## src/rtl/baudgen_pkg.sv

```systemverilog
package baudgen_pkg;

  typedef enum logic [1:0] {
    RATE_X16  = 2'b00,
    RATE_X8   = 2'b01,
    RATE_X4   = 2'b10,
    RATE_X16B = 2'b11
  } rate_e;

  // Last index of the post-divide counter: internal ticks per output tick, minus one.
  function automatic logic [1:0] post_last(input rate_e m);
    case (m)
      RATE_X8: return 2'd1;
      RATE_X4: return 2'd3;
      default: return 2'd0;
    endcase
  endfunction

endpackage

```

## src/rtl/baudgen_prediv.sv

```systemverilog
module baudgen_prediv #(
  parameter int PRE_W = 6
) (
  input  logic             clk,
  input  logic             rst_n,
  input  logic             hold,
  input  logic [PRE_W-1:0] div,
  output logic             pre_en
);

  logic [PRE_W-1:0] cnt;
  logic [PRE_W-1:0] last;

  function automatic logic [PRE_W-1:0] last_of(input logic [PRE_W-1:0] d);
    return (d == '0) ? '0 : d - PRE_W'(1);
  endfunction

  assign last   = last_of(div);
  assign pre_en = !hold && (cnt >= last);

  always_ff @(posedge clk) begin
    if (!rst_n || hold) cnt <= '0;
    else if (pre_en)    cnt <= '0;
    else                cnt <= cnt + PRE_W'(1);
  end

endmodule

```

## src/rtl/baudgen_fracdiv.sv

```systemverilog
module baudgen_fracdiv #(
  parameter int INT_W  = 16,
  parameter int FRAC_W = 4
) (
  input  logic              clk,
  input  logic              rst_n,
  input  logic              hold,
  input  logic              pre_en,
  input  logic [INT_W-1:0]  int_div,
  input  logic [FRAC_W-1:0] frac,
  output logic              core_tick,
  output logic              carry
);

  localparam int CW = INT_W + 1;

  logic [INT_W-1:0]  cnt;
  logic [FRAC_W-1:0] acc;
  logic [CW-1:0]     last;

  function automatic logic carry_of(input logic [FRAC_W-1:0] a, input logic [FRAC_W-1:0] f);
    logic [FRAC_W:0] s;
    s = {1'b0, a} + {1'b0, f};
    return s[FRAC_W];
  endfunction

  function automatic logic [CW-1:0] period_last(input logic [INT_W-1:0] d, input logic c);
    logic [CW-1:0] de;
    de = (d == '0) ? CW'(1) : {1'b0, d};
    return de - CW'(1) + CW'(c);
  endfunction

  assign carry     = carry_of(acc, frac);
  assign last      = period_last(int_div, carry);
  assign core_tick = pre_en && ({1'b0, cnt} >= last);

  always_ff @(posedge clk) begin
    if (!rst_n || hold) begin
      cnt <= '0;
      acc <= '0;
    end else if (core_tick) begin
      cnt <= '0;
      acc <= acc + frac;
    end else if (pre_en) begin
      cnt <= cnt + INT_W'(1);
    end
  end

endmodule

```

## src/rtl/baudgen_postdiv.sv

```systemverilog
module baudgen_postdiv
  import baudgen_pkg::*;
(
  input  logic  clk,
  input  logic  rst_n,
  input  logic  hold,
  input  logic  core_tick,
  input  rate_e mode,
  output logic  tick_c
);

  logic [1:0] pcnt;
  logic [1:0] last;

  assign last   = post_last(mode);
  assign tick_c = core_tick && (pcnt >= last);

  always_ff @(posedge clk) begin
    if (!rst_n || hold) pcnt <= '0;
    else if (tick_c)    pcnt <= '0;
    else if (core_tick) pcnt <= pcnt + 2'd1;
  end

endmodule

```

## src/rtl/baudgen_outstage.sv

```systemverilog
module baudgen_outstage (
  input  logic clk,
  input  logic rst_n,
  input  logic hold,
  input  logic tick_c,
  input  logic rts_sel,
  input  logic rts_in,
  output logic tick,
  output logic obs_clk,
  output logic rts_out
);

  always_ff @(posedge clk) begin
    if (!rst_n || hold) begin
      tick    <= 1'b0;
      obs_clk <= 1'b0;
    end else begin
      tick    <= tick_c;
      obs_clk <= obs_clk ^ tick_c;
    end
  end

  assign rts_out = rts_sel ? obs_clk : rts_in;

endmodule

```

## src/rtl/baud_tick_gen.sv

```systemverilog
module baud_tick_gen
  import baudgen_pkg::*;
#(
  parameter int PRE_W  = 6,
  parameter int INT_W  = 16,
  parameter int FRAC_W = 4
) (
  input  logic              clk,
  input  logic              rst_n,
  input  logic [PRE_W-1:0]  pre_div,
  input  logic [INT_W-1:0]  int_div,
  input  logic [FRAC_W-1:0] frac_div,
  input  logic [1:0]        rate_mode,
  input  logic              clk_off,
  input  logic              rts_sel,
  input  logic              rts_in,
  output logic              tick,
  output logic              obs_clk,
  output logic              rts_out
);

  logic  pre_en;
  logic  core_tick;
  logic  carry;
  logic  tick_c;
  rate_e mode;

  assign mode = rate_e'(rate_mode);

  baudgen_prediv #(.PRE_W(PRE_W)) u_pre (
    .clk(clk), .rst_n(rst_n), .hold(clk_off), .div(pre_div), .pre_en(pre_en)
  );

  baudgen_fracdiv #(.INT_W(INT_W), .FRAC_W(FRAC_W)) u_frac (
    .clk(clk), .rst_n(rst_n), .hold(clk_off), .pre_en(pre_en),
    .int_div(int_div), .frac(frac_div), .core_tick(core_tick), .carry(carry)
  );

  baudgen_postdiv u_post (
    .clk(clk), .rst_n(rst_n), .hold(clk_off), .core_tick(core_tick),
    .mode(mode), .tick_c(tick_c)
  );

  baudgen_outstage u_out (
    .clk(clk), .rst_n(rst_n), .hold(clk_off), .tick_c(tick_c),
    .rts_sel(rts_sel), .rts_in(rts_in),
    .tick(tick), .obs_clk(obs_clk), .rts_out(rts_out)
  );

endmodule

```

## config.mk

```make
export PLATFORM = sky130hd
export DESIGN_NAME = baud_tick_gen
export DESIGN_NICKNAME = d
export VERILOG_FILES = /design/src/rtl/baudgen_pkg.sv /design/src/rtl/baudgen_prediv.sv /design/src/rtl/baudgen_fracdiv.sv /design/src/rtl/baudgen_postdiv.sv /design/src/rtl/baudgen_outstage.sv /design/src/rtl/baud_tick_gen.sv
export SDC_FILE = /design/constraint.sdc
export NUM_CORES = 1
export LEC_CHECK = 0
export CAP_MARGIN = 15
export CORE_MARGIN = 2
export CORE_UTILIZATION = 25
export DETAILED_ROUTE_END_ITERATION = 7
export PLACE_DENSITY_LB_ADDON = 0.08
export SYNTH_ARGS = -nofsm -noshare
export SYNTH_HDL_FRONTEND = slang
export SYNTH_SLANG_ARGS = --single-unit
```

## constraint.sdc

```tcl
create_clock -name clk -period 4.3 [get_ports clk]
set_input_delay 0.86 -clock clk [delete_from_list [all_inputs] [get_ports clk]]
set_output_delay 0.86 -clock clk [all_outputs]
set_load 0.005 [all_outputs]
```

# Word-level counts from Yosys, hierarchy flattened
# Cells that the tools add are included.
# W data, S select, Z words.
[totals] inputBits=33 word_cells=35 out_inout_bits=3 register_bits=30 n_memories=0 mem_bits_ro=0 ramBits=0 latch_bits=0
[op_classes] add_sub_neg=8 n_lt_le_gt_ge=3 bitwise_logic=1 n_reduce_logical=11 eq_ne=2 div=0 muxes=4 n_mul=0 shift=0
[ops] cell="$add A17 B1 Y17" count=1
[ops] cell="$ge A16 B17 Y1" count=1
[ops] cell="$sub A17 B1 Y17 const B" count=1
[ops] cell="$add A16 B1 Y16 const B" count=1
[ops] cell="$logic_not A16 Y1" count=1
[ops] cell="$mux W16" count=1
[ops] cell="$add A6 B1 Y6 const B" count=1
[ops] cell="$ge A6 B6 Y1" count=1
[ops] cell="$logic_not A6 Y1" count=1
[ops] cell="$mux W6" count=1
[ops] cell="$reduce_or A2 Y1" count=3
[ops] cell="$sub A6 B1 Y6 const B" count=1
[ops] cell="$add A4 B4 Y5" count=1
[ops] cell="$add A4 B4 Y4" count=1
[ops] cell="$pmux W2 S2" count=1
[ops] cell="$logic_and A1 B1 Y1" count=3
[ops] cell="$add A2 B1 Y2 const B" count=1
[ops] cell="$eq A2 B1 Y1 const B" count=1
[ops] cell="$eq A2 B2 Y1 const B" count=1
[ops] cell="$ge A2 B2 Y1" count=1
[ops] cell="$logic_not A1 Y1" count=2
[ops] cell="$logic_or A1 B1 Y1" count=1
[ops] cell="$mux W1" count=1
[ops] cell="$xor A1 B1 Y1" count=1

# Depth between registers and ports, before layout
# Gate-level depths: netlist of run 1.
[logic_depth] word_depth=8 ltp_mapped=20 depth_no_buf=19

# Cells and area by module
# A second synthesis of run 1 with hierarchy kept.
[hier_totals] cells_unflattened=275 hier_area_um2=2388.5
[by_module_without_submodules] mod="baudgen_fracdiv" area_each_um2=1627.8 cells_each=188 n_inst=1 seq_area_each_um2=400.4
[by_module_without_submodules] mod="baudgen_prediv" area_each_um2=488.0 cells_each=58 n_inst=1 seq_area_each_um2=120.1
[by_module_without_submodules] mod="baudgen_postdiv" area_each_um2=191.4 cells_each=23 n_inst=1 seq_area_each_um2=40.0
[by_module_without_submodules] mod="baudgen_outstage" area_each_um2=81.3 cells_each=6 n_inst=1 seq_area_each_um2=40.0

# Worst setup path after synthesis of run 1
# OpenSTA, ideal clock, no wires.
[synth_timing] path_type="input-to-reg" start="in int_div[5]" end="reg u_frac.cnt[9]" t_arrival_ps=4573 setup_ps=74 required_time_ps=4226 slack_ps=-347 n_path_buf=1 path_stages=18 cell_sequence="nor4_1 or2b_1 nor3_1 a31oi_1 ha_1 ha_1 nor3b_2 nand2_1 nor2_1 xnor2_1 ha_1 a21o_1 a21o_2 a211o_1 a22o_1 buf_6 or4_1 a31oi_1"
[synth_via] elab_chain_len=7
[synth_rtl] element="from (decl)" line_no="baud_tick_gen.sv:11" text="input logic [INT_W-1:0] int_div,"
[synth_rtl] element="$logic_not A16 Y1" line_no="baudgen_fracdiv.sv:29" text="de = (d == '0) ? CW'(1) : {1'b0, d};"
[synth_rtl] element="$mux W16 (*)" line_no="baudgen_fracdiv.sv:29"
[synth_rtl] element="$sub A17 B1 Y17 (*)" line_no="baudgen_fracdiv.sv:30" text="return de - CW'(1) + CW'(c);"
[synth_rtl] element="$add A17 B1 Y17 (*)" line_no="baudgen_fracdiv.sv:30"
[synth_rtl] element="$ge A16 B17 Y1 (*)" line_no="baudgen_fracdiv.sv:35" text="assign core_tick = pre_en && ({1'b0, cnt} >= last);"
[synth_rtl] element="$logic_and A1 B1 Y1 (*)" line_no="baudgen_fracdiv.sv:35"
[synth_rtl] element="$reduce_or A2 Y1 (no source line) (*)"
[synth_rtl] element="to (signal assigned)" line_no="baudgen_fracdiv.sv:45" text="cnt <= cnt + INT_W'(1);"
[synth_rtl] element="to (decl)" line_no="baudgen_fracdiv.sv:17" text="logic [INT_W-1:0] cnt;"
# Every way passes the cells marked *; elsewhere a longest branch is shown, timed or not.
# A chain may end at the register's enable or synchronous reset.

# Worst setup path in the final report of run 1
[layout_timing] start="in int_div[4]" end="reg u_frac.cnt[11]"
# The elaborated chain is that of the path after synthesis.

==> results of run 1 <==
## registers in the layout (all words and copies together) (netlist names)
| register | cells |
|---|---|
| u_frac.acc | 4 |
| u_frac.cnt | 16 |
| u_out.obs_clk | 1 |
| u_out.tick | 1 |
| u_post.pcnt | 2 |
| u_pre.cnt | 6 |
## layout make-up
type                       count  share of cell area
clock buffer                   5              0.0178
inverter                      14              0.0136
multi-input combinational    257               0.539
clock inverter                 3              0.0104
timing repair buffer          96               0.221
sequential                    30               0.155
tap                          133              0.0430
## placed cells by master, fill, tap and decap left out, types with 7 or more instances in the layout
cell type / Yosys / routed
sky130_fd_sc_hd__nand3_1: 19 / 12
sky130_fd_sc_hd__inv_1: 14 / 12
sky130_fd_sc_hd__xor2_1: 9 / 9
sky130_fd_sc_hd__nand2_1: 24 / 22
sky130_fd_sc_hd__nor2_1: 31 / 28
sky130_fd_sc_hd__o21ai_0: 9 / 7
sky130_fd_sc_hd__ha_1: 34 / 30
sky130_fd_sc_hd__dfxtp_1: 30 / 30
sky130_fd_sc_hd__xnor2_1: 19 / 18
sky130_fd_sc_hd__a21oi_1: 23 / 19
sky130_fd_sc_hd__buf_6: 1 / 15
sky130_fd_sc_hd__nor4_1: 11 / 8
sky130_fd_sc_hd__buf_4: 0 / 47
sky130_fd_sc_hd__nand4_1: 9 / 9
sky130_fd_sc_hd__clkdlybuf4s50_1: 0 / 19
## worst register-to-register path, cell delays in order (launching register included)
cell	delay, ns
sky130_fd_sc_hd__dfxtp_1	0.38
sky130_fd_sc_hd__ha_4	0.15
sky130_fd_sc_hd__inv_2	0.03
sky130_fd_sc_hd__fa_2	0.33
sky130_fd_sc_hd__nor2b_1	0.12
sky130_fd_sc_hd__o21a_1	0.16
sky130_fd_sc_hd__nor2_4	0.06
sky130_fd_sc_hd__ha_4	0.17
sky130_fd_sc_hd__ha_4	0.15
sky130_fd_sc_hd__nor3b_4	0.16
sky130_fd_sc_hd__buf_4	0.13
sky130_fd_sc_hd__and4bb_4	0.20
sky130_fd_sc_hd__xnor2_2	0.13
sky130_fd_sc_hd__ha_1	0.30
sky130_fd_sc_hd__buf_6	0.14
sky130_fd_sc_hd__nand3_4	0.05
sky130_fd_sc_hd__nor4_4	0.04
sky130_fd_sc_hd__a211o_1	0.31
sky130_fd_sc_hd__a22o_4	0.28
sky130_fd_sc_hd__buf_6	0.12
sky130_fd_sc_hd__or4_4	0.41
sky130_fd_sc_hd__a21oi_2	0.12
## cell families after synthesis
kind of cell               count (synthesis)
and+or+nand+nor                          132
AOI/OAI and AO/OA                         60
adders and majority gates                 35
DFF                                       30
xor gates and xnor gates                  28
buffers and inverters                     23
muxes                                      2
## power breakdown
part	internal, W	switching [W]	leakage (nW)
logic	0.0000741	0.0000649	1.23
clock network	0.000170	0.000113	0.0579
registers	0.000279	0.00000105	0.242
## worst paths after layout
kind | from | endpoint | slack, ns
min | u_pre.cnt[0]$_SDFF_PP0_ | u_pre.cnt[0]$_SDFF_PP0_ | 0.47
min reg2reg | u_pre.cnt[0]$_SDFF_PP0_ | u_pre.cnt[0]$_SDFF_PP0_ | 0.47
max reg2reg | u_frac.acc[0]$_SDFFE_PP0P_ | u_frac.cnt[11]$_SDFFE_PP0P_ | 0.28
max | int_div[4] | u_frac.cnt[11]$_SDFFE_PP0P_ | -0.08
## through the flow
| stage | utilization | total power (W) | instance area, sq um | setup slack (ns) | std cells |
|---|---|---|---|---|---|
| final | 0.398 | 0.000702 | 3870 | -0.0828 | 538 |
| after global routing | 0.398 | 0.000738 | 3870 | -0.246 | 538 |
| after CTS | 0.383 | 0.000708 | 3730 | -0.167 | 535 |
| after detailed placement | 0.346 | 0.000416 | 3370 | -0.888 | 512 |
| after global placement | 0.346 | 0.000415 | 3370 | -0.827 | 512 |
| after floorplan | - | 0.000342 | 2560 | -0.00299 | 310 |
## routing by layer
layer	track usage	wire length, microns
met5	0	0
met4	0.0376	55
met3	0.0239	175
met2	0.210	3190
met1	0.180	3390
## repair_timing
action / CTS / global route
buffers inserted: 14 / 3
pin swaps: 44 / 31
gates cloned: 1 / 0
hold buffers: 0 / 0
endpoints found under the setup margin: 24 / 24
gates resized for setup: 65 / 36
==> reports/qor.json, run 1 <==
{
  "critical_path": {
    "endpoint_kind": "register",
    "critical_path_required_ns": 4.51,
    "critical-path-top-cell-by-count": "sky130_fd_sc_hd__buf_6",
    "crit_fanout": 4,
    "worstSetupStartpointType": "input port",
    "critical_path.n_buffers_inverters": 4,
    "crit_path_cell_trace": "buf_6, nor4_4, or2b_1, nor3_4, a31oi_4, ha_4, ha_4, nor3b_4, buf_4, and4bb_4, xnor2_2, ha_1, buf_6, nand3_4, nor4_4, a211o_1, a22o_4, buf_6, or4_4, a21oi_2",
    "critPathKind": "in -> reg",
    "critPathMaxStageDelay_ns": 0.41,
    "critical_path_arrival_ns": 4.59,
    "crit_family": "simple AND/OR/NAND/NOR gates",
    "cp_slowest_cell": "sky130_fd_sc_hd__or4_4",
    "r2r_cells": 21,
    "critical_path_cell_count": 20
  },
  "timing": {
    "timing.final.crit_period_ns": 4.38,
    "tightest_slew_ns": 0.918,
    "fin_tns_setup_ns": -0.390,
    "finalSetupViolCount": 13,
    "rsz0062_at_grt": "true",
    "holdWs_ns": 0.468,
    "fmax_mhz": 228,
    "final_max_slew_viol_count": 0,
    "hold_viol": 0,
    "max_slew_margin": 0.386,
    "timing.clock.skew_ns": 0.0106,
    "finalWorstSetupSlack_ns": -0.0828,
    "fin_crit_sh": 1.02
  },
  "detailed_routing": {
    "drt-total-wl_mm": 6.81,
    "drt_first_pass_iters": 4,
    "route.detailed.vias_per_inst": 4.69,
    "postRouteAntennaNets": 0,
    "detailroute.via_count": 2522,
    "remaining_drc_errors": 0,
    "wl_per_cell_microns": 12.7,
    "drt_iter0_drc": 48
  },
  "outcome": {
    "violated_checks": "setup timing",
    "run_status": "complete, but fails checks"
  },
  "placed_design": {
    "dp_hpwl_mm": 5.16,
    "numPortBuffers": 35,
    "gp_congestion": 0.736
  },
  "floorplan": {
    "design.portCount": 36,
    "floorplan.die_area_sq_um": 10800,
    "die_w_microns": 104,
    "core_area_sq_um": 9730,
    "row_count": 36,
    "initial_core_util": 0.256,
    "die_h_microns": 104
  },
  "yosys": {
    "flop_and_latch_count_out_of_synthesis": 30,
    "syn-instance-count": 310,
    "synth_xor_area_frac": 0.0985,
    "number_of_enable_type_register_cells_in_the_synthesized_netlist": 0,
    "synth-seq-area-share": 0.241,
    "share_of_the_synthesized_area_in_compound_gates_ao_oa_aoi_oai": 0.151,
    "synth_top_area_share": 0.241,
    "synth_fa_ha_area_frac": 0.179,
    "syn_area_sq_um": 2490,
    "fraction_of_the_mapped_netlist_area_in_simple_logic_gates": 0.283,
    "average_size_of_a_mapped_cell_sq_um": 8.03,
    "netlist_top_cells_area": "sky130_fd_sc_hd__dfxtp_1 (24%), sky130_fd_sc_hd__ha_1 (17%), sky130_fd_sc_hd__xnor2_1 (6.7%)",
    "postSynth.asyncResetShare": 0,
    "synth_top_family_by_area": "simple AND/OR/NAND/NOR gates",
    "synthMostInstantiatedCell": "sky130_fd_sc_hd__ha_1",
    "yosys.cell_types.count": 53,
    "synth_nets": 378,
    "warning_count_from_the_yosys_run": 0,
    "post_synth_mux_area_share": 0.00855,
    "synth_top_cell_by_area": "sky130_fd_sc_hd__dfxtp_1",
    "synthTopCellsByCount": "sky130_fd_sc_hd__ha_1 (34), sky130_fd_sc_hd__nor2_1 (31), sky130_fd_sc_hd__dfxtp_1 (30)",
    "dominantRegCellSynth": "sky130_fd_sc_hd__dfxtp_1"
  },
  "clocking": {
    "clockBufferDepth": 2,
    "tritoncts_num_sinks": 30,
    "htree_num_levels": 2,
    "clkSlewWorstSetupHoldPaths_ns": 0.08,
    "cts-root-buf": "sky130_fd_sc_hd__clkbuf_8",
    "cts_inserted_buffers": 5,
    "clock_insertion_delay_worst_skew_ns": 0.28,
    "tritoncts": "done"
  },
  "global_routing": {
    "grt_overflow_total": 0,
    "first_pass_grt_wire_length_mm": 11.6,
    "grt_start_max_net_pins": 18,
    "initial_antenna_violation_count": 0,
    "grt_pass1_vias": 2482,
    "global_route.usage.total": 0.131
  },
  "final_layout": {
    "nets_final": 472,
    "area_growth_pct": 55.4,
    "total_inserted_antenna_cells": 0,
    "total_area_of_multi_input_combinational_cells_sq_um": 2080,
    "post_route_cells_drive_above_1_share": 0.311,
    "final-seq-area_sq_um": 601,
    "filler_cells_inserted": 1007
  },
  "hold_path": {
    "hold_class": "reg -> reg",
    "worst_hold_path.num_cells": 1
  },
  "power_and_ir_drop": {
    "power_density_nw_per_um2": 182,
    "leakagePower_nw": 1.53,
    "worst_ir_drop_vdd_mv": 0.107
  },
  "flow_run": {
    "maxCapViolations": 0
  }
}
Power figures use the tool's default switching activity.
==> run 2, diff against run 1 <==
--- a/config.mk
+++ b/config.mk
@@ -10,6 +10,7 @@
 export CORE_UTILIZATION = 25
 export DETAILED_ROUTE_END_ITERATION = 7
 export PLACE_DENSITY_LB_ADDON = 0.08
+export SKIP_LAST_GASP = 1
 export SYNTH_ARGS = -nofsm -noshare
 export SYNTH_HDL_FRONTEND = slang
 export SYNTH_SLANG_ARGS = --single-unit
==> constraint.sdc (replaced) <==
create_clock -name clk -period 4.9 [get_ports clk]
set_input_delay 0.98 -clock clk [delete_from_list [all_inputs] [get_ports clk]]
set_output_delay 0.98 -clock clk [all_outputs]
set_load 0.005 [all_outputs]
==> run 2 against run 1 <==
Compared with the run above: the flow now finishes without violations; utilization shrank 3.7 points; total power fell by 22%; global-route usage down 1.0 points; clock power is 34% lower; final area decreased by 9.3%; largest cell class unchanged; highest routed layer unchanged.
==> reports/qor.json, run 2 (synthesis results as in run 1) <==
{
  "outcome": {
    "run_status": "completed"
  },
  "final_layout": {
    "most-common-layout-cells": "sky130_fd_sc_hd__buf_4 (41), sky130_fd_sc_hd__ha_1 (30), sky130_fd_sc_hd__dfxtp_1 (30)",
    "total_area_of_multi_input_combinational_cells": {"value": 1940, "unit": "sq um", "change": "-7.0%"},
    "design_area": {"value": 3510, "unit": "sq um", "change": "-9.3%"},
    "area_growth_pct": 40.9,
    "filler_cells_inserted": {"value": 1071, "change": "+6.4%"},
    "nets_final": {"value": 452, "change": "-4.2%"},
    "final-seq-area": {"value": 601, "unit": "sq um", "change": "unchanged"},
    "largest_register_ffs": {"value": 16, "change": "unchanged"},
    "leading_cell_type_in_the_layout_fill_and_taps_excluded": "sky130_fd_sc_hd__buf_4",
    "register_ranked_first_by_flip_flop_count": "u_frac.cnt",
    "total_inserted_antenna_cells": {"value": 0, "change": "unchanged"},
    "post-route-util": {"value": 0.360, "change": "-0.0370"},
    "post_route_cells_drive_above_1_share": {"value": 0.208, "change": "-0.103"},
    "reg.largest.list": "u_frac.cnt (16), u_pre.cnt (6), u_frac.acc (4)"
  },
  "critical_path": {
    "critPathKind": "in -> reg",
    "critical_path_required": {"value": 5.09, "unit": "ns", "change": "+0.58 ns"},
    "worstSetupStartpointType": "input port",
    "crit_path_cell_trace": "clkdlybuf4s50_1, or4_4, nor2_4, a31oi_2, ha_2, ha_4, nor3b_4, buf_4, and4bb_4, xnor2_2, ha_4, a21oi_2, o21ai_1, a211o_1, a22o_4, or4_4, a31oi_1",
    "critPathMaxStageDelay": {"value": 0.56, "unit": "ns", "change": "+0.15 ns"},
    "endpoint_kind": "register",
    "crit_fanout": {"value": 5, "change": "+1"},
    "critical_path_arrival": {"value": 4.93, "unit": "ns", "change": "+0.34 ns"},
    "cp_slowest_cell": "sky130_fd_sc_hd__or4_4"
  },
  "detailed_routing": {
    "drt-total-wl": {"value": 6.42, "unit": "mm", "change": "-5.8%"},
    "detailroute.via_count": {"value": 2435, "change": "-3.4%"},
    "remaining_drc_errors": {"value": 0, "change": "unchanged"},
    "wl_per_cell": {"value": 12.4, "unit": "microns", "change": "-1.9%"},
    "postRouteAntennaNets": {"value": 0, "change": "unchanged"},
    "route.detailed.vias_per_inst": {"value": 4.71, "change": "+0.47%"},
    "drt_iter0_drc": {"value": 75, "change": "+56%"},
    "drt_first_pass_iters": {"value": 4, "change": "unchanged"}
  },
  "placed_design": {
    "numPortBuffers": {"value": 35, "change": "unchanged"},
    "gp_congestion": {"value": 0.759, "change": "+3.1%"},
    "dpl_cell_area": {"value": 3210, "unit": "sq um", "change": "-4.8%"},
    "dp_hpwl": {"value": 4.96, "unit": "mm", "change": "-3.9%"},
    "pre_cts_ws": {"value": -0.592, "unit": "ns", "change": "+0.295 ns"}
  },
  "global_routing": {
    "global_route.usage.total": {"value": 0.121, "change": "-0.0102"},
    "first_pass_grt_wire_length": {"value": 10.9, "unit": "mm", "change": "-6.4%"},
    "initial_antenna_violation_count": {"value": 0, "change": "unchanged"},
    "grt_overflow_total": {"value": 0, "change": "unchanged"},
    "grt_pass1_vias": {"value": 2385, "change": "-3.9%"},
    "grt_start_max_net_pins": {"value": 27, "change": "+9"}
  },
  "floorplan": {
    "die_h": {"value": 104, "unit": "microns", "change": "unchanged"},
    "initial_core_util": {"value": 0.256, "change": "unchanged"},
    "floorplan.die_area": {"value": 10800, "unit": "sq um", "change": "unchanged"},
    "row_count": {"value": 36, "change": "unchanged"},
    "core_area": {"value": 9730, "unit": "sq um", "change": "unchanged"},
    "design.portCount": {"value": 36, "change": "unchanged"},
    "die_w": {"value": 104, "unit": "microns", "change": "unchanged"}
  },
  "power_and_ir_drop": {
    "leakagePower": {"value": 1.39, "unit": "nW", "change": "-9.6%"},
    "power_density": {"value": 156, "unit": "nW/um^2", "change": "-14%"},
    "worst_ir_drop_vdd": {"value": 0.0945, "unit": "mV", "change": "-12%"},
    "power": {"value": 0.000547, "unit": "W", "change": "-22%"}
  },
  "timing": {
    "max_slew_margin": {"value": 0.506, "change": "+0.120"},
    "hold_viol": {"value": 0, "change": "unchanged"},
    "final_max_slew_viol_count": {"value": 0, "change": "unchanged"},
    "timing.clock.skew": {"value": 0.0101, "unit": "ns", "change": "-0.000537 ns"},
    "tightest_slew": {"value": 0.738, "unit": "ns", "change": "-0.179 ns"},
    "timing.final.crit_period_ns": 4.74,
    "fin_tns_setup": {"value": 0, "unit": "ns", "change": "+0.390 ns"},
    "fin_crit_sh": 0.968,
    "finalSetupViolCount": {"value": 0, "change": "-13"},
    "fmax_mhz": 211,
    "finalWorstSetupSlack": {"value": 0.158, "unit": "ns", "change": "+0.240 ns"}
  },
  "clocking": {
    "hold_buffers": {"value": 0, "change": "unchanged"},
    "clock_insertion_delay_worst_skew": {"value": 0.28, "unit": "ns", "change": "about the same"},
    "cts-root-buf": "sky130_fd_sc_hd__clkbuf_8",
    "tritoncts_num_sinks": {"value": 30, "change": "unchanged"},
    "htree_num_levels": {"value": 2, "change": "unchanged"},
    "cts_inserted_buffers": {"value": 5, "change": "unchanged"},
    "clockBufferDepth": {"value": 2, "change": "unchanged"},
    "clkSlewWorstSetupHoldPaths": {"value": 0.06, "unit": "ns", "change": "-0.02 ns"},
    "tritoncts": "done"
  },
  "hold_path": {
    "hold_class": "reg -> reg"
  },
  "flow_run": {
    "maxCapViolations": {"value": 0, "change": "unchanged"}
  }
}
==> run 2: final timing paths <==
kind                            cells past startpoint                         end                  startpoint  slack [ns]
worst max-delay path                               17  u_frac.cnt[9]$_SDFFE_PP0P_                 int_div[11]        0.16
worst min-delay path                                1     u_pre.cnt[0]$_SDFF_PP0_     u_pre.cnt[0]$_SDFF_PP0_        0.47
worst max register to register                     19  u_frac.cnt[9]$_SDFFE_PP0P_  u_frac.acc[0]$_SDFFE_PP0P_        0.80
worst min register to register                      1     u_pre.cnt[0]$_SDFF_PP0_     u_pre.cnt[0]$_SDFF_PP0_        0.47
==> run 2: area by class of cell <==
cell class	instances	area share
Clock inverter	2	0.00285
Multi-Input combinational cell	257	0.552
Clock buffer	5	0.0196
Tap cell	133	0.0474
Inverter	14	0.0150
Timing Repair Buffer	76	0.192
Sequential cell	30	0.171
==> run 2: repair_timing <==
item / in CTS / in global routing
gates resized for setup: 19 / 18
pin swaps: 11 / 20
setup endpoints to repair: 24 / 24
buffers inserted: 5 / 3
==> run 2: routing by layer <==
layer / global-route usage / vias up / part of all wire
met5: 0 / - / 0
met2: 0.210 / 37 / 0.46
met3: 0.0208 / 8 / 0.026
met4: 0.0396 / 0 / 0.015
li1: - / 1274 / -
met1: 0.151 / 1116 / 0.50
==> run 2: critical path, delay by kind of cell <==
| kind | cells | cell delay, ns |
|---|---|---|
| compound gates | 6 | 1.05 |
| simple gates | 5 | 1.56 |
| buf+inv | 2 | 0.55 |
| fa+ha+maj | 3 | 0.62 |
| xor+xnor | 1 | 0.17 |
==> run 2: metrics by stage <==
stage	instances	hold slack [ns]
floorplan	310	0.430
detailed placement	502	0.457
global route	517	0.502
finish	517	0.468
global placement	502	0.447
CTS	514	0.471
==> run 2: power by group <==
group | total, W | internal (W) | switching [W]
Combinational | 0.000114 | 0.0000618 | 0.0000518
Sequential | 0.000246 | 0.000245 | 0.000000917
Clock | 0.000188 | 0.0000951 | 0.0000925
Total | 0.000547 | 0.000402 | 0.000145
==> run 3, diff against run 2 <==
--- a/config.mk
+++ b/config.mk
@@ -6,9 +6,9 @@
 export NUM_CORES = 1
 export LEC_CHECK = 0
 export CAP_MARGIN = 15
-export CORE_MARGIN = 2
 export CORE_UTILIZATION = 25
 export DETAILED_ROUTE_END_ITERATION = 7
+export GPL_TIMING_DRIVEN = 0
 export PLACE_DENSITY_LB_ADDON = 0.08
 export SKIP_LAST_GASP = 1
 export SYNTH_ARGS = -nofsm -noshare
==> constraint.sdc (replaced) <==
create_clock -name clk -period 6.1 [get_ports clk]
set_input_delay 1.22 -clock clk [delete_from_list [all_inputs] [get_ports clk]]
set_output_delay 1.22 -clock clk [all_outputs]
set_load 0.005 [all_outputs]
==> run 3 against run 2 <==
Compared with the run above: worst hold slack improved by 0.0014 ns; final cell count decreased by 5.8%; clock-buffer cell count unchanged; final area decreased by 12%; first-iteration DRC count decreased by 8.0%; highest routed layer unchanged.
==> reports/qor.json, run 3 (synthesis results as in run 1) <==
{
  "detailed_routing": {
    "detailroute.via_count": {"value": 2309, "change": "-5.2%"},
    "drt_first_pass_iters": {"value": 4, "change": "unchanged"},
    "drt_iter0_drc": {"value": 69, "change": "-8.0%"},
    "drt-total-wl": {"value": 6.08, "unit": "mm", "change": "-5.3%"},
    "route.detailed.vias_per_inst": {"value": 4.74, "change": "+0.67%"},
    "wl_per_cell": {"value": 12.5, "unit": "microns", "change": "+0.55%"},
    "remaining_drc_errors": {"value": 0, "change": "unchanged"},
    "postRouteAntennaNets": {"value": 0, "change": "unchanged"}
  },
  "power_and_ir_drop": {
    "power": {"value": 0.000425, "unit": "W", "change": "-22%"},
    "leakagePower": {"value": 1.13, "unit": "nW", "change": "-18%"},
    "power_density": {"value": 137, "unit": "nW/um^2", "change": "-12%"},
    "worst_ir_drop_vdd": {"value": 0.0507, "unit": "mV", "change": "-46%"}
  },
  "clocking": {
    "cts-root-buf": "sky130_fd_sc_hd__clkbuf_8",
    "clkSlewWorstSetupHoldPaths": {"value": 0.07, "unit": "ns", "change": "about the same"},
    "clock_insertion_delay_worst_skew": {"value": 0.28, "unit": "ns", "change": "about the same"},
    "clockBufferDepth": {"value": 2, "change": "unchanged"},
    "tritoncts": "done",
    "htree_num_levels": {"value": 2, "change": "unchanged"},
    "cts_resized": {"value": 0, "change": "-19"},
    "cts_inserted_buffers": {"value": 5, "change": "unchanged"},
    "tritoncts_num_sinks": {"value": 30, "change": "unchanged"}
  },
  "final_layout": {
    "most-common-layout-cells": "sky130_fd_sc_hd__clkdlybuf4s50_1 (35), sky130_fd_sc_hd__ha_1 (34), sky130_fd_sc_hd__nor2_1 (31)",
    "nets_final": {"value": 422, "change": "-6.6%"},
    "filler_cells_inserted": {"value": 1093, "change": "+2.1%"},
    "largest_register_ffs": {"value": 16, "change": "unchanged"},
    "register_ranked_first_by_flip_flop_count": "u_frac.cnt",
    "total_area_of_multi_input_combinational_cells": {"value": 1790, "unit": "sq um", "change": "-7.5%"},
    "reg.largest.list": "u_frac.cnt (16), u_pre.cnt (6), u_frac.acc (4)",
    "area_growth_pct": 24.5,
    "total_inserted_antenna_cells": {"value": 0, "change": "unchanged"},
    "final-seq-area": {"value": 601, "unit": "sq um", "change": "unchanged"},
    "post_route_cells_drive_above_1_share": {"value": 0.0593, "change": "-0.149"},
    "leading_cell_type_in_the_layout_fill_and_taps_excluded": "sky130_fd_sc_hd__clkdlybuf4s50_1",
    "post-route-util": {"value": 0.319, "change": "-0.0419"},
    "final_cell_count_no_fill": {"value": 487, "change": "-5.8%"}
  },
  "critical_path": {
    "endpoint_kind": "register",
    "worst_r2r_endpoint": "u_out.obs_clk$_SDFF_PP0_",
    "r2r_cells": {"value": 20, "change": "+1"},
    "crit-reg2reg-launch": "u_frac.acc[0]$_SDFFE_PP0P_",
    "critical_path_arrival": {"value": 5.90, "unit": "ns", "change": "+0.97 ns"},
    "setup.reg_to_reg.worst_slack": {"value": 1.49, "unit": "ns", "change": "+0.69 ns"},
    "critPathKind": "in -> reg",
    "worst_setup_path_endpoint": "u_frac.cnt[9]$_SDFFE_PP0P_",
    "worst_setup_path_startpoint": "int_div[4]",
    "worstSetupStartpointType": "input port",
    "crit_fanout": {"value": 10, "change": "+5"},
    "critical_path_required": {"value": 6.31, "unit": "ns", "change": "+1.22 ns"}
  },
  "timing": {
    "fin_crit_sh": 0.933,
    "hold_viol": {"value": 0, "change": "unchanged"},
    "timing.final.crit_period_ns": 5.69,
    "max_slew_margin": {"value": 0.522, "change": "+0.0159"},
    "fin_tns_setup": {"value": 0, "unit": "ns", "change": "unchanged"},
    "fmax_mhz": 176,
    "rsz0062_at_grt": "false",
    "final_max_slew_viol_count": {"value": 0, "change": "unchanged"},
    "finalSetupViolCount": {"value": 0, "change": "unchanged"},
    "timing.clock.skew": {"value": 0.00822, "unit": "ns", "change": "-0.00185 ns"},
    "tightest_slew": {"value": 0.715, "unit": "ns", "change": "-0.0238 ns"},
    "holdWs": {"value": 0.469, "unit": "ns", "change": "+0.00136 ns"}
  },
  "global_routing": {
    "first_pass_grt_wire_length": {"value": 10.0, "unit": "mm", "change": "-8.3%"},
    "global_route.usage.met1": {"value": 0.158, "change": "+0.00607"},
    "globalRoute.busiestLayer": "met2",
    "grt_pass1_vias": {"value": 2074, "change": "-13%"},
    "groute.layer.met3.usage": {"value": 0.0207, "change": "-0.0000638"},
    "initial_antenna_violation_count": {"value": 0, "change": "unchanged"},
    "met2_global_route_usage": {"value": 0.217, "change": "+0.00671"},
    "grt_start_max_net_pins": {"value": 11, "change": "-59%"},
    "global_route.usage.total": {"value": 0.125, "change": "+0.00420"},
    "grt_overflow_total": {"value": 0, "change": "unchanged"}
  },
  "placed_design": {
    "numPortBuffers": {"value": 35, "change": "unchanged"},
    "gp_congestion": {"value": 0.696, "change": "-8.3%"},
    "dp_hpwl": {"value": 4.95, "unit": "mm", "change": "-0.20%"},
    "dp_cell_count": {"value": 478, "change": "-4.8%"}
  },
  "floorplan": {
    "die_h": {"value": 102, "unit": "microns", "change": "-1.9%"},
    "floorplan.die_area": {"value": 10400, "unit": "sq um", "change": "-3.8%"},
    "core_area": {"value": 9730, "unit": "sq um", "change": "unchanged"},
    "design.portCount": {"value": 36, "change": "unchanged"},
    "initial_core_util": {"value": 0.256, "change": "unchanged"},
    "die_w": {"value": 102, "unit": "microns", "change": "-1.9%"},
    "row_count": {"value": 36, "change": "unchanged"}
  },
  "hold_path": {
    "worst_hold_path.num_cells": {"value": 1, "change": "unchanged"},
    "hold_class": "reg -> reg"
  },
  "flow_run": {
    "maxCapViolations": {"value": 0, "change": "unchanged"}
  },
  "outcome": {
    "run_status": "completed"
  }
}
## run 3: cell count changes in the layout (fill, tap and decap cells not counted), moves of 4 or more
cell	previous run	this run
sky130_fd_sc_hd__ha_1	30	34
sky130_fd_sc_hd__clkbuf_1	0	6
sky130_fd_sc_hd__nor4_1	7	11
sky130_fd_sc_hd__dlymetal6s2s_1	6	0
sky130_fd_sc_hd__buf_4	41	2
sky130_fd_sc_hd__clkdlybuf4s50_1	28	35
## run 3: timing repair
item	in CTS	in global routing
setup buffers	0	2
hold buffers	0	0
setup endpoints to repair	0	10
## run 3: layout make-up
type                    instances  share of cell area
flip-flops and latches         30               0.194
plain buffers                   9              0.0141
clock inverters                 2             0.00323
well taps                     133              0.0537
repair buffers                 37               0.118
multi-input cells             257               0.578
clock buffers                   5              0.0222
inverters                      14              0.0170
## run 3: how the worst min path moves through the flow
stage | from | endpoint | slack [ns]
4_1_cts | u_pre.cnt[0]$_SDFF_PP0_ | u_pre.cnt[0]$_SDFF_PP0_ | 0.47
3_5_place_dp | u_pre.cnt[0]$_SDFF_PP0_ | u_pre.cnt[0]$_SDFF_PP0_ | 0.46
6_report | u_pre.cnt[0]$_SDFF_PP0_ | u_pre.cnt[0]$_SDFF_PP0_ | 0.47
5_1_grt | u_pre.cnt[0]$_SDFF_PP0_ | u_pre.cnt[0]$_SDFF_PP0_ | 0.48
3_3_place_gp | u_pre.cnt[0]$_SDFF_PP0_ | u_pre.cnt[0]$_SDFF_PP0_ | 0.45
2_1_floorplan | u_pre.cnt[0]$_SDFF_PP0_ | u_pre.cnt[0]$_SDFF_PP0_ | 0.43
## run 3: critical path, cell delays in order
cell and delay [ns]:
sky130_fd_sc_hd__clkdlybuf4s50_1 0.49, sky130_fd_sc_hd__nor4_1 0.45, sky130_fd_sc_hd__or2b_1 0.30, sky130_fd_sc_hd__nor3_1 0.26
sky130_fd_sc_hd__a31oi_1 0.15, sky130_fd_sc_hd__ha_1 0.25, sky130_fd_sc_hd__ha_1 0.21, sky130_fd_sc_hd__nor3b_2 0.20
sky130_fd_sc_hd__nand2_1 0.11, sky130_fd_sc_hd__nor2_1 0.06, sky130_fd_sc_hd__xnor2_1 0.16, sky130_fd_sc_hd__ha_1 0.27
sky130_fd_sc_hd__a21o_1 0.16, sky130_fd_sc_hd__a21o_2 0.20, sky130_fd_sc_hd__a211o_1 0.32, sky130_fd_sc_hd__a22o_1 0.28
sky130_fd_sc_hd__buf_6 0.15, sky130_fd_sc_hd__or4_1 0.50, sky130_fd_sc_hd__a31oi_1 0.17
## run 3: through the flow
stage          worst slack, ns  instance area [sq um]
2_1_floorplan             1.09                   2490
3_3_place_gp            -0.131                   3010
3_5_place_dp            -0.139                   3010
4_1_cts                  0.148                   3080
5_1_grt                 0.0386                   3100
6_report                 0.411                   3100
## run 3: per-layer routing
metal	vias up	part of all wire
met5	-	0
met4	0	0.0072
met2	36	0.47
met3	4	0.026
met1	1054	0.49
li1	1215	-
## run 3: power breakdown
part           switching (W)  internal [W]  leakage [nW]
registers        0.000000746      0.000197         0.242
logic              0.0000355     0.0000387         0.846
clock network      0.0000768     0.0000765        0.0438
